<file path="src/rtl/ppio_pkg.sv">
package ppio_pkg;

    typedef enum logic [1:0] {
        SEL_A    = 2'b00,
        SEL_B    = 2'b01,
        SEL_C    = 2'b10,
        SEL_CTRL = 2'b11
    } ppio_sel_e;

    // direction flags, 1 = section drives its pins
    typedef struct packed {
        logic a_out;
        logic cu_out;
        logic b_out;
        logic cl_out;
    } ppio_dir_t;

    // control word bit positions for input selection
    localparam int CW_A_IN  = 4;
    localparam int CW_CU_IN = 3;
    localparam int CW_B_IN  = 1;
    localparam int CW_CL_IN = 0;

endpackage

</file>
<file path="src/rtl/ppio_decode.sv">
module ppio_decode
    import ppio_pkg::*;
(
    input  logic       cs_n,
    input  logic       rd_n,
    input  logic       wr_n,
    input  logic [1:0] addr,
    output logic       wr_a,
    output logic       wr_b,
    output logic       wr_c,
    output logic       wr_ctrl,
    output logic       rd_en,
    output ppio_sel_e  rd_sel
);

    logic      wr_any;
    ppio_sel_e sel;

    always_comb begin
        sel     = ppio_sel_e'(addr);
        wr_any  = !cs_n && !wr_n;
        rd_en   = !cs_n && !rd_n;
        rd_sel  = sel;
        wr_a    = wr_any && (sel == SEL_A);
        wr_b    = wr_any && (sel == SEL_B);
        wr_c    = wr_any && (sel == SEL_C);
        wr_ctrl = wr_any && (sel == SEL_CTRL);
    end

endmodule

</file>
<file path="src/rtl/ppio_regs.sv">
module ppio_regs
    import ppio_pkg::*;
#(
    parameter int DW = 8
) (
    input  logic          clk,
    input  logic          rst,
    input  logic          wr_a,
    input  logic          wr_b,
    input  logic          wr_c,
    input  logic          wr_ctrl,
    input  logic [DW-1:0] din,
    output logic [DW-1:0] lat_a,
    output logic [DW-1:0] lat_b,
    output logic [DW-1:0] lat_c,
    output ppio_dir_t     dir
);

    localparam int SELW    = $clog2(DW);
    localparam int MODE_BIT = DW - 1;

    typedef struct packed {
        logic [DW-1:0] a;
        logic [DW-1:0] b;
        logic [DW-1:0] c;
        ppio_dir_t     dir;
    } state_t;

    state_t st_d, st_q;
    logic   unused_hs_bits;

    assign unused_hs_bits = ^{din[6:5], din[2]};

    always_comb begin
        st_d = st_q;
        if (wr_a) st_d.a = din;
        if (wr_b) st_d.b = din;
        if (wr_c) st_d.c = din;
        if (wr_ctrl) begin
            if (din[MODE_BIT]) begin
                st_d.dir.a_out  = !din[CW_A_IN];
                st_d.dir.cu_out = !din[CW_CU_IN];
                st_d.dir.b_out  = !din[CW_B_IN];
                st_d.dir.cl_out = !din[CW_CL_IN];
                st_d.a = '0;
                st_d.b = '0;
                st_d.c = '0;
            end else begin
                st_d.c[din[SELW:1]] = din[0];
            end
        end
    end

    always_ff @(posedge clk) begin
        if (rst) st_q <= '0;
        else     st_q <= st_d;
    end

    assign lat_a = st_q.a;
    assign lat_b = st_q.b;
    assign lat_c = st_q.c;
    assign dir   = st_q.dir;


    porta_load_chk: assert property (@(posedge clk) disable iff (rst)
        wr_a |=> st_q.a == $past(din));


    mode_clears_chk: assert property (@(posedge clk) disable iff (rst)
        (wr_ctrl && din[MODE_BIT]) |=> (st_q.a == '0 && st_q.b == '0 && st_q.c == '0));


    bitset_chk: assert property (@(posedge clk) disable iff (rst)
        (wr_ctrl && !din[MODE_BIT]) |=>
            (st_q.c[$past(din[SELW:1])] == $past(din[0]) && $stable(st_q.dir)));


    reset_state_chk: assert property (@(posedge clk) disable iff (rst)
        $fell(rst) |-> st_q == '0);

endmodule

</file>
<file path="src/rtl/ppio_rdmux.sv">
module ppio_rdmux
    import ppio_pkg::*;
#(
    parameter int DW = 8
) (
    input  logic          rd_en,
    input  ppio_sel_e     rd_sel,
    input  ppio_dir_t     dir,
    input  logic [DW-1:0] lat_a,
    input  logic [DW-1:0] lat_b,
    input  logic [DW-1:0] lat_c,
    input  logic [DW-1:0] pin_a,
    input  logic [DW-1:0] pin_b,
    input  logic [DW-1:0] pin_c,
    output logic [DW-1:0] dout
);

    localparam int HALF = DW / 2;

    logic [DW-1:0] view_a, view_b, view_c;

    assign view_a = dir.a_out ? lat_a : pin_a;
    assign view_b = dir.b_out ? lat_b : pin_b;

    for (genvar h = 0; h < 2; h++) begin : g_chalf
        logic half_out;
        assign half_out = (h == 1) ? dir.cu_out : dir.cl_out;
        assign view_c[h*HALF +: HALF] = half_out ? lat_c[h*HALF +: HALF]
                                                 : pin_c[h*HALF +: HALF];
    end

    always_comb begin
        dout = '0;
        if (rd_en) begin
            unique case (rd_sel)
                SEL_A:    dout = view_a;
                SEL_B:    dout = view_b;
                SEL_C:    dout = view_c;
                SEL_CTRL: dout = '0;
            endcase
        end
    end

endmodule

</file>
<file path="src/rtl/ppio_top.sv">
module ppio_top
    import ppio_pkg::*;
#(
    parameter int DW = 8
) (
    input  logic          clk,
    input  logic          rst,
    input  logic          cs_n,
    input  logic          rd_n,
    input  logic          wr_n,
    input  logic [1:0]    addr,
    input  logic [DW-1:0] din,
    output logic [DW-1:0] dout,
    output logic          dout_oe,
    input  logic [DW-1:0] pa_in,
    output logic [DW-1:0] pa_out,
    output logic [DW-1:0] pa_oe,
    input  logic [DW-1:0] pb_in,
    output logic [DW-1:0] pb_out,
    output logic [DW-1:0] pb_oe,
    input  logic [DW-1:0] pc_in,
    output logic [DW-1:0] pc_out,
    output logic [DW-1:0] pc_oe
);

    localparam int HALF = DW / 2;

    logic      wr_a, wr_b, wr_c, wr_ctrl, rd_en;
    ppio_sel_e rd_sel;
    ppio_dir_t dir;

    ppio_decode u_decode (
        .cs_n    (cs_n),
        .rd_n    (rd_n),
        .wr_n    (wr_n),
        .addr    (addr),
        .wr_a    (wr_a),
        .wr_b    (wr_b),
        .wr_c    (wr_c),
        .wr_ctrl (wr_ctrl),
        .rd_en   (rd_en),
        .rd_sel  (rd_sel)
    );

    ppio_regs #(.DW(DW)) u_regs (
        .clk     (clk),
        .rst     (rst),
        .wr_a    (wr_a),
        .wr_b    (wr_b),
        .wr_c    (wr_c),
        .wr_ctrl (wr_ctrl),
        .din     (din),
        .lat_a   (pa_out),
        .lat_b   (pb_out),
        .lat_c   (pc_out),
        .dir     (dir)
    );

    ppio_rdmux #(.DW(DW)) u_rdmux (
        .rd_en  (rd_en),
        .rd_sel (rd_sel),
        .dir    (dir),
        .lat_a  (pa_out),
        .lat_b  (pb_out),
        .lat_c  (pc_out),
        .pin_a  (pa_in),
        .pin_b  (pb_in),
        .pin_c  (pc_in),
        .dout   (dout)
    );

    assign dout_oe = rd_en;
    assign pa_oe   = {DW{dir.a_out}};
    assign pb_oe   = {DW{dir.b_out}};

    for (genvar h = 0; h < 2; h++) begin : g_coe
        assign pc_oe[h*HALF +: HALF] = {HALF{(h == 1) ? dir.cu_out : dir.cl_out}};
    end


    deselect_hold_chk: assert property (@(posedge clk) disable iff (rst)
        cs_n |=> ($stable(pa_out) && $stable(pb_out) && $stable(pc_out) &&
                  $stable(pa_oe) && $stable(pb_oe) && $stable(pc_oe)));


    idle_bus_zero_chk: assert property (@(posedge clk) disable iff (rst)
        !dout_oe |-> dout == '0);


    half_enable_chk: assert property (@(posedge clk) disable iff (rst)
        ($countones(pc_oe[HALF-1:0]) == 0 || $countones(pc_oe[HALF-1:0]) == HALF));

endmodule

</file>
<file path="config.mk">
export PLATFORM = sky130hd
export DESIGN_NAME = ppio_top
export DESIGN_NICKNAME = d
export VERILOG_FILES = /design/src/rtl/ppio_pkg.sv /design/src/rtl/ppio_decode.sv /design/src/rtl/ppio_regs.sv /design/src/rtl/ppio_rdmux.sv /design/src/rtl/ppio_top.sv
export SDC_FILE = /design/constraint.sdc
export NUM_CORES = 1
export LEC_CHECK = 0
export BUFFER_PORTS_ARGS = -buffer_cell sky130_fd_sc_hd__buf_2
export CAP_MARGIN = 10
export CORE_UTILIZATION = 41
export DETAILED_ROUTE_END_ITERATION = 8
export PLACE_DENSITY_LB_ADDON = 0.2
export SETUP_SLACK_MARGIN = 0.3
export SKIP_LAST_GASP = 1
export SLEW_MARGIN = 40
export SYNTH_ARGS = -nofsm -noshare
export SYNTH_HDL_FRONTEND = slang
export SYNTH_SLANG_ARGS = --single-unit
export TNS_END_PERCENT = 50
</file>
<file path="constraint.sdc">
create_clock -name clk -period 1.6 [get_ports clk]
set_clock_uncertainty 0.15 [all_clocks]
set_input_delay 0.16 -clock clk [delete_from_list [all_inputs] [get_ports clk]]
set_output_delay 0.16 -clock clk [all_outputs]
set_load 0.02 [all_outputs]
</file>
### Word level (Yosys, flattened, before mapping)

Index checks and enable logic that the tools add are counted.

| storage, ports and cells | value |
|---|---|
| bits in registers | 28 |
| bits in latches | 0 |
| RAM bits | 0 |
| memory bits (read-only) | 0 |
| input port bits | 39 |
| output and inout bits | 57 |
| memories kept | 0 |

| cells by class | value |
|---|---|
| add/subtract/negate cells | 0 |
| multiply operators | 0 |
| div/mod/pow operators | 0 |
| $lt $le $gt $ge | 2 |
| equal/unequal tests | 3 |
| shift-type cells | 0 |
| muxes and demuxes | 16 |
| bitwise operators | 0 |
| reductions and logical operators | 16 |

Operator list:

| kind | number |
|---|---|
| two-way mux 8 bit | 7 |
| one-hot mux 8 bit (4 select lines) | 1 |
| two-way mux 28 bit | 1 |
| two-way mux 16 bit | 1 |
| two-way mux 4 bit | 3 |
| bitwise mux 8 bit | 1 |
| logical AND 1 bit | 7 |
| logical NOT 1 bit | 7 |
| == test 2 bit (second input constant) | 2 |
| less-than comparator 3 x 4 -> 1 bit (second input constant) | 1 |
| demux 1 bit (select 3 bit) | 1 |
| greater-or-equal comparator 3 x 1 -> 1 bit (second input constant) | 1 |
| == test 2 x 1 -> 1 bit (second input constant) | 1 |
| logical NOT 2 bit | 1 |
| AND reduction 2 bit | 1 |
| two-way mux 1 bit | 1 |

### Depth between registers and ports, before layout

Gate-level depths: netlist of the first run.

| depth | value |
|---|---|
| word-level depth | 7 |
| gate-level depth with buffers | 8 |
| gate-level depth less buffers | 4 |

### Hierarchy

Synthesis of the first run repeated with hierarchy kept, for this count alone.

| second synthesis, totals | value |
|---|---|
| cell total of the unflattened synthesis | 205 |
| area, all modules | 1836.8 µm² |

Modules (own cells, without submodules):

| module | times used | cells each | area each (µm²) |
|---|---|---|---|
| ppio_regs | 1 | 130 | 1234.9 |
| ppio_rdmux | 1 | 48 | 396.6 |
| ppio_top | 1 | 20 | 150.1 |
| ppio_decode | 1 | 7 | 55.1 |

### Worst setup path before layout of the first run

No wires, ideal clock.

| timing | value |
|---|---|
| path type | register to output |
| start point | register u_regs.st_q (netlist bit u_regs.dir[3]) |
| end point | output port dout[5] |
| data arrival time | 1.610 ns |
| path slack | -0.320 ns |
| cell stages (with the launch flop) | 6 |
| buffers on the path | 1 |
| cells stage by stage | dfxtp_1 clkbuf_1 mux2i_1 nor2_1 a21oi_1 o22ai_1 |

| on the way | value |
|---|---|
| cells in the longest elaborated chain, start to end | 3 |

Ends and longest elaborated chain:

| what | RTL line | text |
|---|---|---|
| from (decl) | ppio_regs.sv:29 | `state_t st_d, st_q;` |
| from (signal assigned) | ppio_regs.sv:56 | `else st_q <= st_d;` |
| two-way mux 8 bit | ppio_rdmux.sv:22 | `assign view_a = dir.a_out ? lat_a : pin_a;` |
| one-hot mux 8 bit (4 select lines) | ppio_rdmux.sv:35 | `unique case (rd_sel)` |
| two-way mux 8 bit | ppio_rdmux.sv:34 | `if (rd_en) begin` |
| to (decl) | ppio_top.sv:13 | `output logic [DW-1:0] dout,` |

Every way passes these cells.

### Worst setup path in the final report of the first run

| timing | value |
|---|---|
| start point | register u_regs.st_q (netlist bit u_regs.dir[1]) |
| end point | output port dout[4] |

| on the way | value |
|---|---|
| cells in the longest elaborated chain, start to end | 3 |

Ends and longest elaborated chain:

| what | RTL line | text |
|---|---|---|
| two-way mux 8 bit | ppio_rdmux.sv:23 | `assign view_b = dir.b_out ? lat_b : pin_b;` |
| one-hot mux 8 bit (4 select lines) | ppio_rdmux.sv:35 |  |
| two-way mux 8 bit | ppio_rdmux.sv:34 |  |

Every way passes these cells.

==> results of run 1 <==
routing by layer:
metal  GRT usage, %  wire (um)  up-vias
met5              0          0        -
met4          4.222         37        0
met3          2.886        330        4
met2          39.53       2821       94
met1          32.50       2653      924
li1               -          -     1003
metrics by stage:
step	TNS [ns]	hold WS, ns	worst slack (ns)	cells	util, %
6_report	-1.856	0.008557	-0.2201	382	67.40
5_1_grt	-2.581	0.02838	-0.2872	382	67.40
4_1_cts	-2.069	0.001318	-0.2051	378	64.09
3_5_place_dp	-0.3022	0.2888	-0.02678	365	57.23
3_3_place_gp	-0.1684	0.2911	-0.02430	365	57.23
2_1_floorplan	-0.001384	0.09812	-0.001384	234	-
power breakdown:
group / total [mW] / switching, mW / leakage [nW] / internal, mW
Clock: 0.563 / 0.228 / 0.0357 / 0.335
Sequential: 0.722 / 0.0130 / 0.228 / 0.709
Combinational: 0.459 / 0.239 / 1.01 / 0.221
cell families after synthesis:
logic type             share of synthesized area [%]
buffers and inverters                          13.16
AOI/OAI and AO/OA                              16.51
and+or+nand+nor                                21.25
DFF                                            29.47
muxes                                          19.61
critical path: stages, from the launching register on:
cell,delay (ns)
dfxtp_4,0.40
buf_4,0.12
mux2_2,0.33
a21oi_2,0.15
o22ai_2,0.10
buf_6,0.14
synth_stat cells (all sizes together), types with 5 or more instances:
master	number	area [um2]
nor2	27	101.4
nand3b	5	37.54
a21oi	16	80.08
buf	28	197.7
clkbuf	14	52.55
nand2	25	93.84
nand2b	5	31.28
o22ai	12	75.07
a22oi	5	37.54
mux2	10	112.6
mux2i	26	260.3
dfxtp	28	560.5
area by class of cell:
class / instances / area (um2)
Fill cell: 352 / 1439
Multi-Input combinational cell: 164 / 1289
Timing Repair Buffer: 134 / 983.4
Sequential cell: 28 / 566.8
Tap cell: 52 / 65.06
Clock buffer: 3 / 41.29
Clock inverter: 1 / 30.03
layout by cell type (no fill, tap or decap), drive strengths merged:
master       instances
a211oi               4
a21oi               16
a31oi                2
bufinv               1
o22ai               12
and3                 1
nand3b               5
nor4b                2
a21o                 1
clkbuf               3
or4b                 2
or3b                 1
nor2                27
nand2               25
and3b                1
nand2b               5
dfxtp               28
o22a                 2
o31ai                1
or3                  2
mux2                10
a22oi                5
a22o                 1
nor3                 1
nand3                3
mux2i               26
a32oi                2
dlygate4sd3          2
nor3b                1
buf                132
or2                  1
o21ai                4
nor4                 1
state kept, by name, summed over array words and instances, names as in the netlist:
signal	count
u_regs.lat_b	8
u_regs.lat_c	8
u_regs.dir	4
u_regs.lat_a	8
how the worst max path moves through the flow:
stage | to | slack (ns) | cells past startpoint
after CTS | dout[5] | -0.21 | 5
after global routing | dout[4] | -0.29 | 5
after global placement | u_regs.lat_a[0] | -0.02 | 5
after detailed placement | u_regs.lat_c[1] | -0.03 | 4
after floorplan | u_regs.lat_c[1] | -0.001 | 5
final | dout[4] | -0.22 | 5
repair_timing:
| item | 4_1_cts | 5_1_grt |
|---|---|---|
| endpoints found under the hold margin | 1 | 1 |
| setup buffers | 8 | 3 |
| endpoints found under the setup margin | 41 | 45 |
| pin swaps | 9 | 6 |
| hold buffers | 1 | 1 |
| resized for setup | 44 | 33 |
==> flow_summary_export.csv, run 1 <==
group,metric,value,unit
outcome,outcome,"finished, violations left",
outcome,violations,"setup timing",
drt,vias_per_cell,5.301,
floorplan,die_h,70.11,um
floorplan,ios,96,
cts,path_clk_slew,0.10,ns
floorplan,die_w,70.11,um
global_route,grt_max_degree,17,
pwr,power.total,1.744,mW
synthesis,syn_nets,273,
cts,cts_sinks,28,
drt,drt_pass1_iterations,4,
synthesis,synth_ff_type,"dfxtp_1",
synthesis,avgSynthCellArea,8.127,um2
global_route,grt_pass1_wl,9246,um
sta,rsz0062_at_grt,"yes",
min_path,worstHoldEndpoint,"u_regs.lat_b[5]",
drt,finalWirelength,5842,um
worst_setup_path,reg2reg_slack,0.34,ns
synthesis,synth_edf_count,0,
global_route,track_usage,23.51,%
min_path,hold_start,"din[5]",
worst_setup_path,required,1.29,ns
sta,period_minus_slack,1.820,ns
worst_setup_path,setup.worst_path.class,"flop to output port",
worst_setup_path,cp_data_arrival_time,1.51,ns
global_route,globalRouteOverflowTotal,0,
cts,cts_buffers,3,
worst_setup_path,end_kind,"output port",
synthesis,ys_seq_area_share,29.47,%
cells_and_area,n_antenna_cell,0,
pwr,vdd_drop_max,0.0003748,V
flow_run,max_cap_viol_count,0,
cells_and_area,area_growth,56.45,%
worst_setup_path,ff2ff_path_depth,5,
sta,report.final.slew_viol_count,0,
placement,place_hpwl,4110,um
worst_setup_path,worstSetupStartpoint,"u_regs.dir[1]",
cts,htree_num_levels,1,
sta,layout_setup_ws,-0.2201,ns
pwr,p_per_area,586.2,mW/mm2
sta,tightest_slew,0.3300,ns
worst_setup_path,startpoint_type,"flop",
min_path,hold_depth,3,
min_path,hold_path_class,"input pin to flop",
sta,hold_viol,0,
floorplan,initial_utilization,43.08,%
sta,period_share,113.8,%
synthesis,ys_seq_elements,28,
floorplan,die_area,0.004915,mm2
drt,wl_per_cell,15.29,um
pwr,leakagePower,1.274,nW
cts,cts-root-buf,"clkbuf_8",
cells_and_area,fin_nets,370,
global_route,grt_pass1_vias,1819,
drt,drc,0,
drt,ant_nets,0,
worst_setup_path,r2r_start,"u_regs.dir[1]",
cts,cts_buffer_depth,2,
cts,clk_latency,0.27,ns
cells_and_area,final_area,0.002975,mm2
synthesis,post_synth_instance_area,0.001902,mm2
placement,placed_area,0.002526,mm2
cells_and_area,drive_above_1_share,52.73,%
synthesis,async_flop_share,0,%
synthesis,yosysUniqueCellTypes,37,
placement,portBuffers,95,
floorplan,core-area,0.004414,mm2
synthesis,ys.warnings.count,0,
placement,globalplace.congestion,0.8645,
drt,via_count,2025,
worst_setup_path,rr_endpoint,"u_regs.dir[1]",
global_route,antenna_found_initial,0,
drt,first_iter_violations,149,
floorplan,row_count,24,
worst_setup_path,cp_max_fo,4,
cts,cts_tree,"done",
sta,finalSetupViolCount,14,
sta,fmax,0.5494,GHz
sta,relSlewSlack,78.00,%
synthesis,synth_cells,234,
(Power assumes the default switching activity.)
==> run 2, diff against run 1 <==
REMOVE_ABC_BUFFERS = 1   (was default)
==> flow_summary_export.csv, run 2 (synthesis gave the netlist of run 1 again) <==
group,metric,value,unit
worst_setup_path,cpPeakStageDelay,0.37,ns
placement,portBuffers,95,
sta,rsz0062_at_grt,"yes",
worst_setup_path,cp_max_fo,5,
placement,place_inst,361,
global_route,globalRouteOverflowTotal,0,
sta,tightest_slew,0.3321,ns
placement,globalplace.congestion,0.8830,
pwr,leakagePower,1.221,nW
global_route,track_usage,24.58,%
drt,wl_per_cell,16.52,um
drt,ant_nets,0,
outcome,outcome,"finished, violations left",
floorplan,core-area,0.004414,mm2
worst_setup_path,cpMaxStageDelayCell,"dfxtp_4",
sta,hold_viol,0,
floorplan,die_w,70.11,um
cts,cts_sinks,28,
sta,relSlewSlack,77.86,%
worst_setup_path,startpoint_type,"flop",
sta,period_minus_slack,1.811,ns
pwr,switchingPower,0.4804,mW
global_route,grt_max_degree,18,
worst_setup_path,required,1.29,ns
pwr,internal-power,1.241,mW
cts,path_clk_slew,0.11,ns
pwr,seq_power_share,42.0,%
global_route,grt_pass1_wl,9556,um
global_route,top_usage_layer,"met2",
outcome,violations,"setup timing",
global_route,use_met1,34.88,%
worst_setup_path,r2r_start,"u_regs.lat_c[4]",
sta,period_share,113.2,%
worst_setup_path,setup.worst_path.class,"flop to output port",
floorplan,die_area,0.004915,mm2
drt,first_iter_violations,139,
cts,htree_num_levels,1,
placement,place_hpwl,4190,um
cts,clk_latency,0.28,ns
global_route,grt_pass1_vias,1878,
worst_setup_path,path_cells,"buf_12, mux2i_4, nor2_1, a21oi_2, o22ai_1, buf_4",
drt,finalWirelength,6212,um
cells_and_area,area_growth,47.11,%
cells_and_area,drive_above_1_share,50.62,%
pwr,p_comb_share,24.7,%
floorplan,die_h,70.11,um
sta,finalSetupViolCount,8,
worst_setup_path,ff2ff_path_depth,3,
drt,vias_per_cell,5.551,
worst_setup_path,worstSetupStartpoint,"u_regs.dir[3]",
worst_setup_path,reg2reg_slack,0.48,ns
cts,cts_tree,"done",
cts,cts_buffers,3,
floorplan,initial_utilization,43.08,%
pwr,power.total,1.721,mW
global_route,antenna_found_initial,0,
drt,via_count,2087,
worst_setup_path,end_kind,"output port",
cells_and_area,n_antenna_cell,0,
cells_and_area,instances_no_fill,376,
pwr,clock_power_share,33.3,%
pwr,p_per_area,615.3,mW/mm2
drt,drc,0,
min_path,hold_path_class,"input pin to flop",
worst_setup_path,rr_endpoint,"u_regs.lat_c[4]",
global_route,grtUsageMet3,3.030,%
placement,post-place-ws,-0.06665,ns
pwr,vdd_drop_max,0.0003637,V
cts,cts-root-buf,"clkbuf_8",
cells_and_area,final_cell_mix,"buf_2 (80), buf_4 (28), nand2_1 (25)",
worst_setup_path,critPathCapture,"dout[3]",
worst_setup_path,cp_data_arrival_time,1.50,ns
global_route,grt_use_met2,39.85,%
cts,cts_buffer_depth,2,
sta,report.final.slew_viol_count,0,
sta,layout_setup_ws,-0.2111,ns
cells_and_area,fin_nets,364,
cells_and_area,final_common_cell,"buf_2",
sta,fmax,0.5522,GHz
drt,drt_pass1_iterations,6,
pwr,p_sw_share,27.90,%
floorplan,ios,96,
floorplan,row_count,24,
flow_run,max_cap_viol_count,0,
-- run 2: cell type report --
class | instances | area [um2]
multi-input cells | 164 | 1220
repair buffers | 128 | 870.8
fillers | 403 | 1617
flip-flops and latches | 28 | 570.5
clock buffers | 3 | 41.29
clock inverters | 1 | 30.03
well taps | 52 | 65.06
-- run 2: worst max-delay path, delay by kind of cell (launching register included) --
family                 cells  cell delay, ns
AO/OA/AOI/OAI              2            0.23
buffers and inverters      2            0.31
flip-flops                 1            0.37
multiplexers               1            0.18
AND/OR/NAND/NOR            1            0.13
-- run 2: worst min-delay path by stage --
stage	startpoint	to	slack, ns	cells past startpoint
global placement	din[4]	u_regs.dir[3]	0.27	2
detailed placement	din[4]	u_regs.dir[3]	0.28	2
CTS	din[4]	u_regs.lat_b[4]	0.003	3
floorplan	rst	u_regs.dir[0]	0.08	1
global route	din[0]	u_regs.lat_b[0]	0.06	3
finish	din[7]	u_regs.lat_b[7]	0.05	3
-- run 2: through the flow --
step / util [%] / TNS [ns] / area (um2) / hold WS, ns
2_1_floorplan: - / -14.94 / 1652 / 0.08276
5_1_grt: 63.38 / -2.075 / 2798 / 0.05965
3_5_place_dp: 54.25 / -0.1697 / 2395 / 0.2792
6_report: 63.38 / -1.570 / 2798 / 0.04835
3_3_place_gp: 54.25 / -0.01019 / 2395 / 0.2748
4_1_cts: 59.52 / -1.435 / 2628 / 0.002520
-- run 2: power by group through the flow --
stage / sequential [mW] / combinational (mW) / clock (mW)
finish: 0.723 / 0.426 / 0.573
global route: 0.725 / 0.454 / 0.614
floorplan: 0.771 / 0.130 / 0
detailed placement: 0.739 / 0.354 / 0
global placement: 0.739 / 0.353 / 0
CTS: 0.724 / 0.394 / 0.575
-- run 2: repair_timing --
item,4_1_cts,5_1_grt
resized for setup,33,31
hold endpoints to repair,3,1
setup endpoints to repair,30,35
hold buffers,3,1
pin swaps,10,7
gates cloned,0,1
buffers inserted,2,4
-- run 2: layer usage --
metal	up-vias	share of wire (%)
met3	8	8.0
met2	127	46
met4	0	0.74
li1	993	-
met1	959	45
met5	-	0
==> run 3, diff against run 2 <==
==> constraint.sdc (replaced) <==
create_clock -name clk -period 1.6 [get_ports clk]
set_clock_uncertainty 0.15 [all_clocks]
set_input_delay 0.32 -clock clk [delete_from_list [all_inputs] [get_ports clk]]
set_output_delay 0.32 -clock clk [all_outputs]
set_load 0.02 [all_outputs]
==> flow_summary_export.csv, run 3 (synthesis gave the netlist of run 1 again) <==
group,metric,value,unit
min_path,hold_path_class,"input pin to flop",
global_route,globalRouteOverflowTotal,0,
worst_setup_path,startpoint_type,"flop",
drt,first_iter_violations,91,
sta,finalSetupViolCount,24,
sta,layout_setup_ws,-0.4030,ns
pwr,leakagePower,1.356,nW
cts,cts-root-buf,"clkbuf_8",
worst_setup_path,cpMaxStageDelayCell,"dfxtp_4",
pwr,p_per_area,568.9,mW/mm2
cts,clk_latency,0.28,ns
worst_setup_path,cp_max_fo,6,
worst_setup_path,ff2ff_path_depth,3,
pwr,p_sw_share,28.29,%
drt,vias_per_cell,5.482,
global_route,track_usage,26.10,%
cells_and_area,fin_nets,380,
cts,path_clk_slew,0.10,ns
worst_setup_path,rr_endpoint,"u_regs.lat_c[4]",
sta,tightest_slew,0.4137,ns
worst_setup_path,reg2reg_slack,0.49,ns
cts,cts_sinks,28,
worst_setup_path,cp_data_arrival_time,1.53,ns
global_route,grt_pass1_vias,1984,
placement,globalplace.congestion,0.9062,
cells_and_area,final_common_cell,"buf_2",
drt,drc,0,
worst_setup_path,worstSetupStartpoint,"u_regs.dir[3]",
cells_and_area,drive_above_1_share,57.35,%
sta,period_minus_slack,2.003,ns
drt,wl_per_cell,16.72,um
cts,cts_buffer_depth,2,
floorplan,ios,96,
sta,worst_hold_slack,0.1407,ns
global_route,grt_pass1_wl,9998,um
pwr,vdd_drop_max,0.0004251,V
drt,drt_pass1_iterations,4,
floorplan,core-area,0.004414,mm2
sta,fmax,0.4993,GHz
worst_setup_path,setup.worst_path.class,"flop to output port",
sta,period_share,125.2,%
pwr,seq_power_share,40.0,%
worst_setup_path,cpPeakStageDelay,0.37,ns
cts,htree_num_levels,1,
cells_and_area,n_antenna_cell,0,
worst_setup_path,end_kind,"output port",
floorplan,die_w,70.11,um
placement,place_hpwl,4454,um
drt,ant_nets,0,
sta,report.final.slew_viol_count,0,
outcome,violations,"setup timing",
global_route,antenna_found_initial,0,
drt,finalWirelength,6555,um
cts,cts_tree,"done",
floorplan,die_area,0.004915,mm2
sta,hold_viol,0,
floorplan,row_count,24,
worst_setup_path,required,1.13,ns
pwr,switchingPower,0.5083,mW
flow_run,max_cap_viol_count,0,
pwr,internal-power,1.288,mW
pwr,clock_power_share,32.1,%
pwr,p_comb_share,27.9,%
floorplan,initial_utilization,43.08,%
cells_and_area,final_cell_mix,"buf_2 (65), buf_6 (43), buf_4 (29)",
worst_setup_path,path_cells,"buf_8, mux2i_4, nor2_2, a21oi_2, o22ai_2, buf_6",
worst_setup_path,r2r_start,"u_regs.lat_c[4]",
floorplan,die_h,70.11,um
drt,via_count,2149,
sta,rsz0062_at_grt,"yes",
worst_setup_path,critPathCapture,"dout[0]",
placement,post-place-ws,-0.2515,ns
cts,cts_buffers,3,
sta,relSlewSlack,72.42,%
global_route,grt_max_degree,17,
cells_and_area,area_growth,66.05,%
outcome,outcome,"finished, violations left",
placement,portBuffers,95,
run 3: final cells by class:
type	count	area (um2)
multi-input combinational	164	1299
fill	329	1256
timing repair buffer	144	1147
sequential	28	575.6
tap	52	65.06
clock buffer	3	41.29
clock inverter	1	30.03
run 3: worst min path at each step:
| stage | slack, ns | to | cells past startpoint | start |
|---|---|---|---|---|
| floorplan | 0.24 | u_regs.dir[0] | 1 | rst |
| global placement | 0.31 | u_regs.lat_b[0] | 2 | u_regs.lat_b[0] |
| detailed placement | 0.31 | u_regs.lat_b[3] | 2 | u_regs.lat_b[3] |
| CTS | 0.13 | u_regs.dir[3] | 2 | din[4] |
| global route | 0.14 | u_regs.dir[3] | 2 | din[4] |
| finish | 0.14 | u_regs.dir[3] | 2 | din[4] |
run 3: metal layers:
layer,vias up,GRT usage (%),part of all wire [%]
met2,112,45.41,48
met3,11,3.175,7.6
met1,1000,33.72,43
met4,0,7.556,1.4
met5,-,0,0
li1,1026,-,-
run 3: power groups by stage:
stage	logic, mW	clock network, mW	registers [mW]
2_1_floorplan	0.130	0	0.771
3_3_place_gp	0.374	0	0.738
3_5_place_dp	0.375	0	0.738
4_1_cts	0.441	0.591	0.719
5_1_grt	0.530	0.612	0.721
6_report	0.502	0.576	0.719
run 3: through the flow:
stage	setup TNS (ns)	power (mW)	utilization, %	instance area [um2]	instances
after floorplan	-19.90	0.9010	-	1652	192
after global placement	-5.403	1.112	57.03	2517	379
after detailed placement	-5.461	1.113	57.03	2517	379
after CTS	-5.477	1.752	66.35	2929	389
after global routing	-7.012	1.863	71.54	3158	392
final	-6.155	1.797	71.54	3158	392
run 3: timing repair:
action | in CTS | in global routing
pin swaps | 18 | 18
hold endpoints to repair | 0 | 0
gates resized for setup | 85 | 49
cloned | 1 | 0
endpoints found under the setup margin | 73 | 85
setup buffers | 5 | 3
hold buffers | 0 | 0
run 3: worst max-delay path, delay by kind of cell (launching register included):
kind,cells,cell delay (ns)
flops,1,0.37
buf+inv,2,0.28
compound gates,2,0.23
mux,1,0.19
simple gates,1,0.17
